`src/rtl/sbuf_pkg.sv`:
```
package sbuf_pkg;
  // strobes from control to datapath, one cycle each
  typedef struct packed {
    logic pop;    // demand hit: remove oldest entry of popIdx
    logic pend;   // pending hit: mark popIdx as waiting
    logic alloc;  // miss: take over allocIdx
    logic issue;  // refill request from issueIdx
    logic late;   // deferred pop of lateIdx
  } sb_strobe_t;
endpackage

```
`src/rtl/sbuf_datapath.sv`:
```
module sbuf_datapath
  import sbuf_pkg::*;
#(
  parameter int NUM_BUF = 4,
  parameter int DEPTH   = 4,
  parameter int ADDR_W  = 32,
  localparam int BUF_W  = $clog2(NUM_BUF),
  localparam int SLOT_W = $clog2(DEPTH),
  localparam int CNT_W  = $clog2(DEPTH + 1),
  localparam int TAG_W  = 1 + BUF_W + SLOT_W
) (
  input  logic               clk,
  input  logic               rst_n,
  input  logic [ADDR_W-1:0]  missAddr,
  input  sb_strobe_t         strobe,
  input  logic [BUF_W-1:0]   popIdx,
  input  logic [BUF_W-1:0]   allocIdx,
  input  logic [BUF_W-1:0]   issueIdx,
  input  logic [BUF_W-1:0]   lateIdx,
  input  logic               respValid,
  input  logic [TAG_W-1:0]   respTag,
  output logic [NUM_BUF-1:0] matchVec,
  output logic [NUM_BUF-1:0] headFilledVec,
  output logic [NUM_BUF-1:0] pendVec,
  output logic [NUM_BUF-1:0] canIssueVec,
  output logic [ADDR_W-1:0]  reqAddr,
  output logic [TAG_W-1:0]   reqTag,
  output logic [ADDR_W-1:0]  lateAddr
);

  logic [ADDR_W-1:0] headAddr [NUM_BUF];
  logic [SLOT_W-1:0] headPtr  [NUM_BUF];
  logic [CNT_W-1:0]  cnt      [NUM_BUF];
  logic [DEPTH-1:0]  filled   [NUM_BUF];
  logic [NUM_BUF-1:0] epoch, bufValid, pendPop;

  logic [SLOT_W-1:0] issueSlot [NUM_BUF];
  logic [NUM_BUF-1:0] popMask, pendMask, allocMask, issueMask, fillMask;

  logic              fEpoch;
  logic [BUF_W-1:0]  fBuf;
  logic [SLOT_W-1:0] fSlot;

  assign fEpoch = respTag[TAG_W-1];
  assign fBuf   = respTag[SLOT_W +: BUF_W];
  assign fSlot  = respTag[SLOT_W-1:0];

  always_comb begin
    for (int b = 0; b < NUM_BUF; b++) begin
      int s;
      s = int'(headPtr[b]) + int'(cnt[b]);
      if (s >= DEPTH) s = s - DEPTH;
      issueSlot[b]     = SLOT_W'(s);
      matchVec[b]      = bufValid[b] && (cnt[b] != '0) && (headAddr[b] == missAddr);
      headFilledVec[b] = filled[b][headPtr[b]];
      pendVec[b]       = pendPop[b];
      canIssueVec[b]   = bufValid[b] && (int'(cnt[b]) < DEPTH);
      popMask[b]   = (strobe.pop && popIdx == BUF_W'(b)) ||
                     (strobe.late && lateIdx == BUF_W'(b));
      pendMask[b]  = strobe.pend && popIdx == BUF_W'(b);
      allocMask[b] = strobe.alloc && allocIdx == BUF_W'(b);
      issueMask[b] = strobe.issue && issueIdx == BUF_W'(b);
      fillMask[b]  = respValid && bufValid[b] && fBuf == BUF_W'(b) && fEpoch == epoch[b];
    end
  end

  assign reqAddr  = headAddr[issueIdx] + ADDR_W'(cnt[issueIdx]);
  assign reqTag   = {epoch[issueIdx], issueIdx, issueSlot[issueIdx]};
  assign lateAddr = headAddr[lateIdx];

  always_ff @(posedge clk) begin
    if (!rst_n) begin
      for (int b = 0; b < NUM_BUF; b++) begin
        headAddr[b] <= '0;
        headPtr[b]  <= '0;
        cnt[b]      <= '0;
        filled[b]   <= '0;
      end
      epoch    <= '0;
      bufValid <= '0;
      pendPop  <= '0;
    end else begin
      for (int b = 0; b < NUM_BUF; b++) begin
        if (allocMask[b]) begin
          headAddr[b] <= missAddr + ADDR_W'(1);
          headPtr[b]  <= '0;
          cnt[b]      <= '0;
          filled[b]   <= '0;
          epoch[b]    <= ~epoch[b];
          bufValid[b] <= 1'b1;
          pendPop[b]  <= 1'b0;
        end else begin
          logic [DEPTH-1:0] f;
          f = filled[b];
          if (fillMask[b]) f[fSlot] = 1'b1;
          if (popMask[b])  f[headPtr[b]] = 1'b0;
          filled[b] <= f;
          if (popMask[b]) begin
            headPtr[b]  <= (int'(headPtr[b]) == DEPTH - 1) ? '0 : headPtr[b] + SLOT_W'(1);
            headAddr[b] <= headAddr[b] + ADDR_W'(1);
            pendPop[b]  <= 1'b0;
          end else if (pendMask[b]) begin
            pendPop[b]  <= 1'b1;
          end
          cnt[b] <= cnt[b] + CNT_W'(issueMask[b]) - CNT_W'(popMask[b]);
        end
      end
    end
  end

endmodule

```
`src/rtl/sbuf_control.sv`:
```
module sbuf_control
  import sbuf_pkg::*;
#(
  parameter int NUM_BUF = 4,
  localparam int BUF_W  = $clog2(NUM_BUF)
) (
  input  logic               clk,
  input  logic               rst_n,
  input  logic               missValid,
  input  logic               memBusy,
  input  logic [NUM_BUF-1:0] matchVec,
  input  logic [NUM_BUF-1:0] headFilledVec,
  input  logic [NUM_BUF-1:0] pendVec,
  input  logic [NUM_BUF-1:0] canIssueVec,
  output sb_strobe_t         strobe,
  output logic [BUF_W-1:0]   popIdx,
  output logic [BUF_W-1:0]   allocIdx,
  output logic [BUF_W-1:0]   issueIdx,
  output logic [BUF_W-1:0]   lateIdx,
  output logic               lookupHit,
  output logic               lookupPend,
  output logic               lookupMiss,
  output logic [BUF_W-1:0]   lookupBuf,
  output logic               reqValid,
  output logic               lateHitValid
);

  logic [BUF_W-1:0] age [NUM_BUF];
  logic [BUF_W-1:0] rrPtr;
  logic             anyMatch, anyIssue, anyLate;
  logic [BUF_W-1:0] matchIdx, victim;
  logic [NUM_BUF-1:0] lateCand;

  always_comb begin
    anyMatch = 1'b0;
    matchIdx = '0;
    victim   = '0;
    for (int i = NUM_BUF - 1; i >= 0; i--) begin
      if (matchVec[i]) begin
        anyMatch = 1'b1;
        matchIdx = BUF_W'(i);
      end
      if (age[i] == BUF_W'(NUM_BUF - 1)) victim = BUF_W'(i);
    end
  end

  assign lookupHit  = missValid && anyMatch && headFilledVec[matchIdx];
  assign lookupPend = missValid && anyMatch && !headFilledVec[matchIdx];
  assign lookupMiss = missValid && !anyMatch;
  assign lookupBuf  = anyMatch ? matchIdx : victim;
  assign popIdx     = matchIdx;
  assign allocIdx   = victim;

  // deferred pops: skip a queue that a demand hit is already popping
  always_comb begin
    for (int i = 0; i < NUM_BUF; i++)
      lateCand[i] = pendVec[i] && headFilledVec[i] && !(lookupHit && matchIdx == BUF_W'(i));
    anyLate = 1'b0;
    lateIdx = '0;
    for (int i = NUM_BUF - 1; i >= 0; i--) begin
      if (lateCand[i]) begin
        anyLate = 1'b1;
        lateIdx = BUF_W'(i);
      end
    end
  end
  assign lateHitValid = anyLate;

  // rotating refill arbiter, starting at rrPtr
  always_comb begin
    anyIssue = 1'b0;
    issueIdx = '0;
    for (int k = NUM_BUF - 1; k >= 0; k--) begin
      int c;
      c = int'(rrPtr) + k;
      if (c >= NUM_BUF) c = c - NUM_BUF;
      if (canIssueVec[c]) begin
        anyIssue = 1'b1;
        issueIdx = BUF_W'(c);
      end
    end
  end
  assign reqValid = !memBusy && anyIssue;

  always_comb begin
    strobe.pop   = lookupHit;
    strobe.pend  = lookupPend;
    strobe.alloc = lookupMiss;
    strobe.issue = reqValid;
    strobe.late  = anyLate;
  end

  always_ff @(posedge clk) begin
    if (!rst_n) begin
      for (int i = 0; i < NUM_BUF; i++) age[i] <= BUF_W'(i);
      rrPtr <= '0;
    end else begin
      if (missValid) begin
        for (int i = 0; i < NUM_BUF; i++) begin
          if (BUF_W'(i) == lookupBuf)          age[i] <= '0;
          else if (age[i] < age[lookupBuf])    age[i] <= age[i] + BUF_W'(1);
        end
      end
      if (reqValid)
        rrPtr <= (int'(issueIdx) == NUM_BUF - 1) ? '0 : issueIdx + BUF_W'(1);
    end
  end

endmodule

```
`src/rtl/stream_prefetch_ctrl.sv`:
```
module stream_prefetch_ctrl
  import sbuf_pkg::*;
#(
  parameter int NUM_BUF = 4,
  parameter int DEPTH   = 4,
  parameter int ADDR_W  = 32,
  localparam int BUF_W  = $clog2(NUM_BUF),
  localparam int TAG_W  = 1 + BUF_W + $clog2(DEPTH)
) (
  input  logic              clk,
  input  logic              rst_n,
  input  logic              missValid,
  input  logic [ADDR_W-1:0] missAddr,
  output logic              lookupHit,
  output logic              lookupPend,
  output logic              lookupMiss,
  output logic [BUF_W-1:0]  lookupBuf,
  input  logic              memBusy,
  output logic              reqValid,
  output logic [ADDR_W-1:0] reqAddr,
  output logic [TAG_W-1:0]  reqTag,
  input  logic              respValid,
  input  logic [TAG_W-1:0]  respTag,
  output logic              lateHitValid,
  output logic [ADDR_W-1:0] lateHitAddr,
  output logic [BUF_W-1:0]  lateHitBuf
);

  sb_strobe_t         strobe;
  logic [BUF_W-1:0]   popIdx, allocIdx, issueIdx, lateIdx;
  logic [NUM_BUF-1:0] matchVec, headFilledVec, pendVec, canIssueVec;

  sbuf_control #(.NUM_BUF(NUM_BUF)) ctrl_i (
    .clk(clk), .rst_n(rst_n), .missValid(missValid), .memBusy(memBusy),
    .matchVec(matchVec), .headFilledVec(headFilledVec), .pendVec(pendVec),
    .canIssueVec(canIssueVec), .strobe(strobe), .popIdx(popIdx),
    .allocIdx(allocIdx), .issueIdx(issueIdx), .lateIdx(lateIdx),
    .lookupHit(lookupHit), .lookupPend(lookupPend), .lookupMiss(lookupMiss),
    .lookupBuf(lookupBuf), .reqValid(reqValid), .lateHitValid(lateHitValid)
  );

  sbuf_datapath #(.NUM_BUF(NUM_BUF), .DEPTH(DEPTH), .ADDR_W(ADDR_W)) dp_i (
    .clk(clk), .rst_n(rst_n), .missAddr(missAddr), .strobe(strobe),
    .popIdx(popIdx), .allocIdx(allocIdx), .issueIdx(issueIdx), .lateIdx(lateIdx),
    .respValid(respValid), .respTag(respTag), .matchVec(matchVec),
    .headFilledVec(headFilledVec), .pendVec(pendVec), .canIssueVec(canIssueVec),
    .reqAddr(reqAddr), .reqTag(reqTag), .lateAddr(lateHitAddr)
  );

  assign lateHitBuf = lateIdx;

endmodule

```
`config.mk`:
```
export PLATFORM = sky130hd
export DESIGN_NAME = stream_prefetch_ctrl
export DESIGN_NICKNAME = d
export VERILOG_FILES = /design/src/rtl/sbuf_pkg.sv /design/src/rtl/sbuf_datapath.sv /design/src/rtl/sbuf_control.sv /design/src/rtl/stream_prefetch_ctrl.sv
export SDC_FILE = /design/constraint.sdc
export NUM_CORES = 1
export LEC_CHECK = 0
export BUFFER_PORTS_ARGS = -buffer_cell sky130_fd_sc_hd__clkbuf_2
export CELL_PAD_IN_SITES_DETAIL_PLACEMENT = 0
export CELL_PAD_IN_SITES_GLOBAL_PLACEMENT = 1
export CORE_ASPECT_RATIO = 2
export CORE_MARGIN = 5
export CORE_UTILIZATION = 25
export DETAILED_ROUTE_END_ITERATION = 6
export HOLD_SLACK_MARGIN = 0.03
export PLACE_DENSITY_LB_ADDON = 0.1
export SLEW_MARGIN = 30
export SYNTH_ARGS = -nofsm -noshare
export SYNTH_HDL_FRONTEND = slang
export SYNTH_SLANG_ARGS = --single-unit
export TNS_END_PERCENT = 30
```
`constraint.sdc`:
```
create_clock -name clk -period 4.78 [get_ports clk]
set_clock_uncertainty 0.2 [all_clocks]
set_input_delay 0.239 -clock clk [delete_from_list [all_inputs] [get_ports clk]]
set_output_delay 0.239 -clock clk [all_outputs]
set_load 0.01 [all_outputs]
```
Word level (Yosys, flattened, before mapping)
Memories as Yosys holds them, arrays and structs flattened.
Cells that the tools add are included.
{ "totals": {"elab_cells": 489, "output_inout_bits": 78, "ram_bits": 172, "in_bits": 42, "reg_bits": 14, "n_memories": 5} }
{ "mem_list": {"columns": ["name", "words", "word_bits", "rd", "rd_ports_with_merged_regs", "write_ports", "line_no", "rtl"], "rows": [
  ["dp_i.headAddr", 4, 32, 6, 0, 4, "sbuf_datapath.sv:31", "logic [ADDR_W-1:0] headAddr [NUM_BUF];"],
  ["dp_i.filled", 4, 4, 4, 0, 4, "sbuf_datapath.sv:34", "logic [DEPTH-1:0] filled [NUM_BUF];"],
  ["dp_i.cnt", 4, 3, 5, 0, 4, "sbuf_datapath.sv:33", "logic [CNT_W-1:0] cnt [NUM_BUF];"],
  ["ctrl_i.age", 4, 2, 5, 0, 4, "sbuf_control.sv:28", "logic [BUF_W-1:0] age [NUM_BUF];"],
  ["dp_i.headPtr", 4, 2, 4, 0, 4, "sbuf_datapath.sv:32", "logic [SLOT_W-1:0] headPtr [NUM_BUF];"]
]} }
{ "classes": {"bitwise_logic": 58, "eq_ne": 35, "n_reduce_logical": 87, "add_sub_neg": 38, "order_cmp": 33, "n_mux": 220} }
{ "ops": {"columns": ["cell", "n"], "rows": [
  ["$mux W32", 12],
  ["$add A32 B1 Y32 const B", 5],
  ["$eq A32 B32 Y1", 4],
  ["$lt A32 B4 Y1 const B", 4],
  ["$mux W4", 32],
  ["$mux W1", 108],
  ["$ge A32 B4 Y1 const B", 3],
  ["$sub A32 B4 Y32 const B", 3],
  ["$mux W2", 44],
  ["$logic_and A1 B1 Y1", 62],
  ["$or A1 B1 Y1", 40],
  ["$add A32 B3 Y32", 1],
  ["$eq A2 B2 Y1 const B", 14],
  ["$mux W3", 8],
  ["$lt A2 B3 Y1 const B", 7],
  ["$bmux W1 S2", 10],
  ["$eq A2 B1 Y1 const B", 10],
  ["$add A2 B1 Y2 const B", 9],
  ["$add A2 B3 Y4", 4],
  ["$and A4 B4 Y4", 4],
  ["$ge A4 B3 Y1 const B", 4],
  ["$not A4 Y4", 4],
  ["$or A4 B4 Y4", 4],
  ["$add A3 B1 Y3", 4],
  ["22 further kinds", 71]
]} }

Longest topological paths before layout
Gate-level depths: netlist of the first run.
An unclocked memory read counts as a cell.
{ "logic_depth": {"ltp_word": 26, "mapped_depth": 20, "ltp_nobuf": 17} }

Modules after synthesis
A second synthesis of the first run with hierarchy kept.
{ "unflattened": {"cells_unflattened": 1606, "hier_area_um2": 16099.2} }
{ "by_module_without_submodules": {"columns": ["mod", "area_per_inst_um2", "seq_area_each_um2", "cells_each", "instances"], "rows": [
  ["sbuf_datapath", 14745.4, 5165.0, 1434, 1],
  ["sbuf_control", 1353.8, 280.3, 172, 1]
]} }

Worst setup path after synthesis of the first run
Ideal clock, no wire load.
{ "synth_timing": {"path_type": "reg2out", "from": "memory dp_i.cnt[0][2] (netlist bit)", "to": "output reqAddr[26]", "path_buffers": 5, "path_slack_ns": -0.171, "path_stages_with_launch": 21, "arrival_time_ns": 4.512, "path_cell_list": "edfxtp_1 or3b_1 a21oi_1 a21oi_1 inv_2 buf_6 buf_4 buf_2 clkbuf_1 clkbuf_1 nand2_1 and3_1 a31oi_1 ha_1 fa_1 a21oi_1 a211oi_1 nand4_1 nor4_4 nand4_1 xnor2_1"} }
{ "synth_lines": {"columns": ["item", "line_no", "rtl"], "rows": [
  ["from (decl)", "sbuf_datapath.sv:33", null],
  ["to (decl)", "stream_prefetch_ctrl.sv:20", "output logic [ADDR_W-1:0] reqAddr,"]
]} }

==> results of run 1 <==
synth_stat cells, types with 3 or more instances:
library cell,n
nand2_1,255
edfxtp_1,172
xnor2_1,169
xor2_1,155
clkbuf_1,127
o22ai_1,126
nand3_1,86
nor2_1,70
and3_1,65
mux2i_1,64
ha_1,48
nand4_1,48
inv_1,44
o21ai_0,41
a21oi_1,33
a221o_1,32
a22o_1,32
buf_2,30
nor3_1,29
nor4_1,29
a211oi_1,23
a31oi_1,21
and2_1,21
nor2b_1,18
dfxtp_1,14
and4_1,10
nand2b_1,8
nor3b_1,8
buf_6,7
mux4_2,6
or4_1,6
fa_1,5
mux2_2,5
or3_1,5
buf_4,4
nand3b_1,4
o211ai_1,4
o21a_1,4
o21ai_1,4
or2_2,4
a311oi_1,3
buf_1,3
nor3_2,3
nor4b_1,3
layer usage:
metal	vias up	global-route usage (%)	share of wire [%]
li1	7388	-	-
met1	7825	28.9	41
met2	589	38.8	49
met3	116	3.33	5.6
met4	2	8.98	4.1
met5	-	0	0.023
power breakdown:
part	switching (uW)	internal (uW)
logic	3480	2480
clock network	794	731
registers	385	2240
path summary, 6_finish.rpt:
check	startpoint	endpoint	cells past startpoint
setup / recovery	dp_i.cnt[2][2]$_SDFFCE_PN0P_	reqAddr[17]	15
hold reg to reg	dp_i.epoch[0]$_SDFFE_PN0P_	dp_i.epoch[0]$_SDFFE_PN0P_	1
setup reg to reg	dp_i.headAddr[3][19]$_DFFE_PP_	dp_i.cnt[2][2]$_SDFFCE_PN0P_	18
hold / removal	respTag[1]	dp_i.filled[1][3]$_SDFFCE_PN0P_	3
sequential cells by signal, summed over array words and instances (netlist names):
name,count
dp_i.pendVec,4
dp_i.filled,16
dp_i.headPtr,8
ctrl_i.rrPtr,2
dp_i.cnt,12
ctrl_i.age,8
dp_i.headAddr,128
dp_i.epoch,4
dp_i.bufValid,4
cell type report:
type                    instances  area (um^2)
inverters                      47          184
clock buffers                  18          429
clock inverters                14          135
repair inverters                1         6.26
well taps                     884         1110
repair buffers                393         3020
flip-flops and latches        186         5450
multi-input cells            1515        10700
fillers                      7191        45300
through the flow:
stage	setup TNS, ps	cell area (um^2)	util [%]
2_1_floorplan	0	16800	-
3_3_place_gp	-219	20000	30.1
3_5_place_dp	-397	20000	30.1
4_1_cts	0	20700	31.2
5_1_grt	-88.5	21100	31.7
6_report	0	21100	31.7
cell families after synthesis:
family	count (synthesis)	synth area share, %
compound gates	353	14.9
xor+xnor	324	17.0
fa+ha+maj	53	4.21
buf+inv	219	5.59
flops	186	32.7
mux	75	5.00
other cells	1	0.0225
simple gates	682	20.5
worst max-delay path, stage by stage, from the launching register on:
cell and delay, ps:
edfxtp_1 480, nor2b_2 190, o211ai_1 180, a21oi_4 340, clkinv_4 160, o21ai_0 250, a21oi_2 120, ha_1 280
a21o_1 130, a21oi_2 90, nor2_1 130, nand4_1 370, buf_4 290, nor4_2 160, xor2_1 330, buf_2 210
timing repair:
action / 4_1_cts / 5_1_grt
pin swaps: 2 / 12
cloned: 0 / 3
endpoints found under the setup margin: 59 / 55
hold endpoints to repair: 2 / 2
setup buffers: 3 / 10
hold buffers: 1 / 1
gates resized for setup: 20 / 41
==> results.md, run 1 <==
- Cell count after placement: 3008
- Final Max Tran Viols: 0
- RSZ-0062 raised after global routing: true
- Final GP Congestion: 0.909
- Die W: 192 um
- PortBufs: 119
- WL final: 83600 um
- Flop and latch count out of synthesis: 186
- Routed wire per std cell: 27.4 um
- Critical path launch point type: flip-flop
- Vias in the first global route: 15700
- Most frequent cells in the layout: 252 x nand2_1, 239 x buf_4, 172 x edfxtp_1, 162 x xnor2_1, 154 x xor2_1
- Grt total ovfl: 0
- Antenna violations before repair: 2
- Clk Latency, worst-skew pair: 500 ps
- Via/cell ratio: 5.21
- Hold_ws: 81.2 ps
- Max Cap Viol: 0
- Outcome: finished clean
- Area growth, synth to finish: 26.5%
- DR pass1 iterations: 5
- Yosys synthesis warning count: 0
- Relative slew slack: 37.3%
- Finished Layout Cells: 3058
- Clock Pin Slew Worst Setup and Hold Paths: 80 ps
- DR DRC count: 0
- Die area: 72200 um^2
- Post-synthesis sequential area ratio: 32.7%
- CTS buffer count: 17
- Slew @ Worst Pin: 932 ps
- Layout cells sized above 1: 23.4%
- Place WS: -140 ps
- Power Density: 480 nW/um^2
- Routed via count: 15900
- Leakage: 0.00805 uW
- Peak VDD IR: 0.275 mV
- Max FO, Critical Path: 10
- Worst EP required: 4340 ps
- Die Ht: 375 um
- Top-area cell type share of the netlist area: 31.0%
- First-pass GRT wire length: 118000 um
- Fmax: 215 MHz
- CTS Root Cell: clkbuf_16
- Avg Cell Area, Syn: 8.79 um^2
- Total power: 10100 uW
- Synth top area cells: edfxtp_1 31%, xnor2_1 8.9%, xor2_1 8.2%
- Synthesized instance count: 1893
- Critical path arrival: 4210 ps
- Starting Density: 25.1%
- Reg2reg setup slack: 190 ps
- Largest net degree at the start of global routing: 37
- Initial DRC Count: 1224
- Nets: 2256
- Setup slack after layout: 126 ps
- Final setup fails: 0
- GR Util All Layers: 22.8%
- EDFF count, synth: 172
- Hold Crit Class: in -> reg
- N_diodes: 0
- Detailed Place HPWL: 66100 um
- Library cells used by synthesis: 76
- Final hold violations: 0
- CTS tree: built
- Asr flop ratio synth: 0%
- Ports: 120
- Setup CP Type: reg -> out
- Critical path endpoint category: output port
- CTS H-Tree Depth: 4
- Synth Cell Area: 16600 um^2
- Core Area: 66400 um^2
- Antenna-violating nets left: 0
- Post-route minimum period: 4650 ps
- Most common cell after layout, fill and taps aside: nand2_1
- Dominant cell type by area after synthesis: edfxtp_1
- Row Count: 134
- Ys flop type: edfxtp_1
- Clk sinks: 186
- Final period util: 97.4%
- Clock Path Buffers: 2
No activity file was read; power rests on OpenSTA's default activity.
==> inputs of run 2 (changes only) <==
CORE_ASPECT_RATIO = not set   (was 2)
==> run 2 against run 1 <==
Effect of this change:
- routed wire length down 3.9%
- sequential power about the same
- count of clock-buffer cells in the layout down 1
- critical path depth down 5
- total power down 0.84%
- global-route usage down 0.91 points
- critical path type unchanged
- largest power group unchanged
==> results.md, run 2 (synthesis results as in run 1) <==
- Outcome: finished clean
- Fmax: 217 MHz (+1.1%)
- Fill count: 7003 (-2.6%)
- Clk sinks: 186 (unchanged)
- Critical path endpoint category: output port
- Via/cell ratio: 5.24 (+0.72%)
- Die area: 71900 um^2 (-0.43%)
- Final setup fails: 0 (unchanged)
- Most common cell on crit path: or4_1
- Max reg flops: 128 (unchanged)
- Worst EP required: 4340 ps (about the same)
- Layout cells sized above 1: 22.2% (-1.2 points)
- Final hold violations: 0 (unchanged)
- Hold Crit Class: in -> reg
- Slew @ Worst Pin: 828 ps (-104 ps)
- Routed wire per std cell: 26.7 um (-2.4%)
- Detailed Place HPWL: 63300 um (-4.2%)
- Clock Pin Slew Worst Setup and Hold Paths: 80 ps (about the same)
- WL final: 80400 um (-3.9%)
- Max Cap Viol: 0 (unchanged)
- RSZ-0062 raised after global routing: true
- Vias in the first global route: 15400 (-2.2%)
- CTS tree: built
- Setup CP Type: reg -> out
- First-pass GRT wire length: 115000 um (-2.3%)
- Final period util: 96.3% (-1.1 points)
- Final core utilization: 31.5% (-0.22 points)
- Clock Path Buffers: 2 (unchanged)
- Ports: 120 (unchanged)
- Antenna-violating nets left: 0 (unchanged)
- Peak VDD IR: 0.287 mV (+4.4%)
- CTS buffer count: 17 (unchanged)
- Final GP Congestion: 0.860 (-5.4%)
- Core Area: 65900 um^2 (-0.80%)
- Die Ht: 268 um (-29%)
- Initial DRC Count: 1395 (+14%)
- Area growth, synth to finish: 24.6%
- Row Count: 94 (-30%)
- Min-Delay Path Depth: 3 (unchanged)
- CTS Root Cell: clkbuf_16
- Hold_buf cts: 0 (-1)
- Post-route minimum period: 4600 ps (-50.4 ps)
- Power Density: 483 nW/um^2 (+0.65%)
- Max FO, Critical Path: 18 (+8)
- Biggest register: dp_i.headAddr
- Most frequent cells in the layout: 252 x nand2_1, 218 x buf_4, 172 x edfxtp_1, 168 x xnor2_1, 155 x xor2_1
- DR DRC count: 0 (unchanged)
- Worst path cell trace: xor2_1, or4_1, or4_1, or3_4, buf_4, nor3_1, a21boi_4, buf_12, a221o_1, clkbuf_2
- Leakage: 0.00788 uW (-2.1%)
- Grt total ovfl: 0 (unchanged)
- Die W: 268 um (+39%)
- Clk Latency, worst-skew pair: 510 ps (about the same)
- Critical path launch point type: flip-flop
- Critical-path top delay cell: or4_1
- GR Util All Layers: 21.9% (-0.91 points)
- PortBufs: 119 (unchanged)
- Final instance area: 20700 um^2 (-1.5%)
- Max incr delay on CP: 570 ps (+90 ps)
- Placed inst area: 19700 um^2 (-1.6%)
- Most common cell after layout, fill and taps aside: nand2_1
- DR pass1 iterations: 5 (unchanged)
- Sequential Area: 5450 um^2 (about the same)
- Worst R2R Path Depth: 13 (-5)
- Antenna violations before repair: 7 (+5)
- Leading registers by flop count: dp_i.headAddr: 128 flops, dp_i.filled: 16 flops, dp_i.cnt: 12 flops
- Total power: 10000 uW (-0.84%)
- Relative slew slack: 44.3% (+7.1 points)
- Nets: 2228 (-1.2%)
- Starting Density: 25.3% (+0.20 points)
- Routed via count: 15800 (-0.83%)
- Multi-input gate area: 10700 um^2 (-0.56%)
- CTS H-Tree Depth: 4 (unchanged)
- Final Max Tran Viols: 0 (unchanged)
- Critical path arrival: 4160 ps (-50 ps)
- Largest net degree at the start of global routing: 66 (+78%)
[run 2: final timing paths]
kind                                  startpoint                              end  slack [ps]
setup / recovery  dp_i.headAddr[3][26]$_DFFE_PP_                   lateHitAddr[3]         180
hold / removal                        respTag[1]  dp_i.filled[0][3]$_SDFFCE_PN0P_          80
setup reg to reg  dp_i.headAddr[3][26]$_DFFE_PP_   ctrl_i.age[2][1]$_SDFFCE_PN1P_         210
hold reg to reg     dp_i.pendVec[1]$_SDFFE_PP0P_     dp_i.pendVec[1]$_SDFFE_PP0P_         300
[run 2: area by class of cell]
cell class | instances | share of cell area, %
well taps | 864 | 5.21
diodes | 1 | 0.0121
clock inverters | 15 | 0.947
inverters | 47 | 0.887
repair inverters | 1 | 0.0241
clock buffers | 17 | 2.05
repair buffers | 365 | 13.2
flip-flops and latches | 186 | 26.3
multi-input cells | 1515 | 51.4
[run 2: metrics by stage]
step | hold WS (ps) | setup TNS [ps] | cells | setup slack (ps)
6_report | 78.6 | 0 | 3011 | 177
5_1_grt | 73.5 | -79.5 | 3011 | -25.8
4_1_cts | 34.4 | 0 | 2993 | 9.63
3_5_place_dp | 285 | 0 | 2955 | 64.8
3_3_place_gp | 292 | 0 | 2955 | 174
2_1_floorplan | 245 | 0 | 1920 | 24.8
[run 2: worst max-delay path, delay by kind of cell, from the launching register on]
family | cells | cell delay (ps)
compound gates | 2 | 530
flops | 1 | 410
xor+xnor | 1 | 210
buf+inv | 3 | 520
simple gates | 4 | 1970
[run 2: layer usage]
metal  wire, um  GRT usage (%)  part of all wire [%]
met5          8              0                 0.010
met4       1180           3.37                   1.5
met3       3370           3.26                   4.2
met2      39000           37.3                    49
met1      36800           30.3                    46
[run 2: where the power goes]
| group | total [uW] | leakage, uW | switching (uW) | internal (uW) |
|---|---|---|---|---|
| Combinational | 5740 | 0.00567 | 3330 | 2410 |
| Sequential | 2660 | 0.00190 | 416 | 2240 |
| Clock | 1630 | 0.000308 | 785 | 842 |
[run 2: repair_timing]
| item | 4_1_cts | 5_1_grt |
|---|---|---|
| resized for setup | 9 | 45 |
| setup buffers | 6 | 15 |
| endpoints found under the setup margin | 18 | 61 |
| pin swaps | 5 | 17 |
| gates cloned | 0 | 2 |
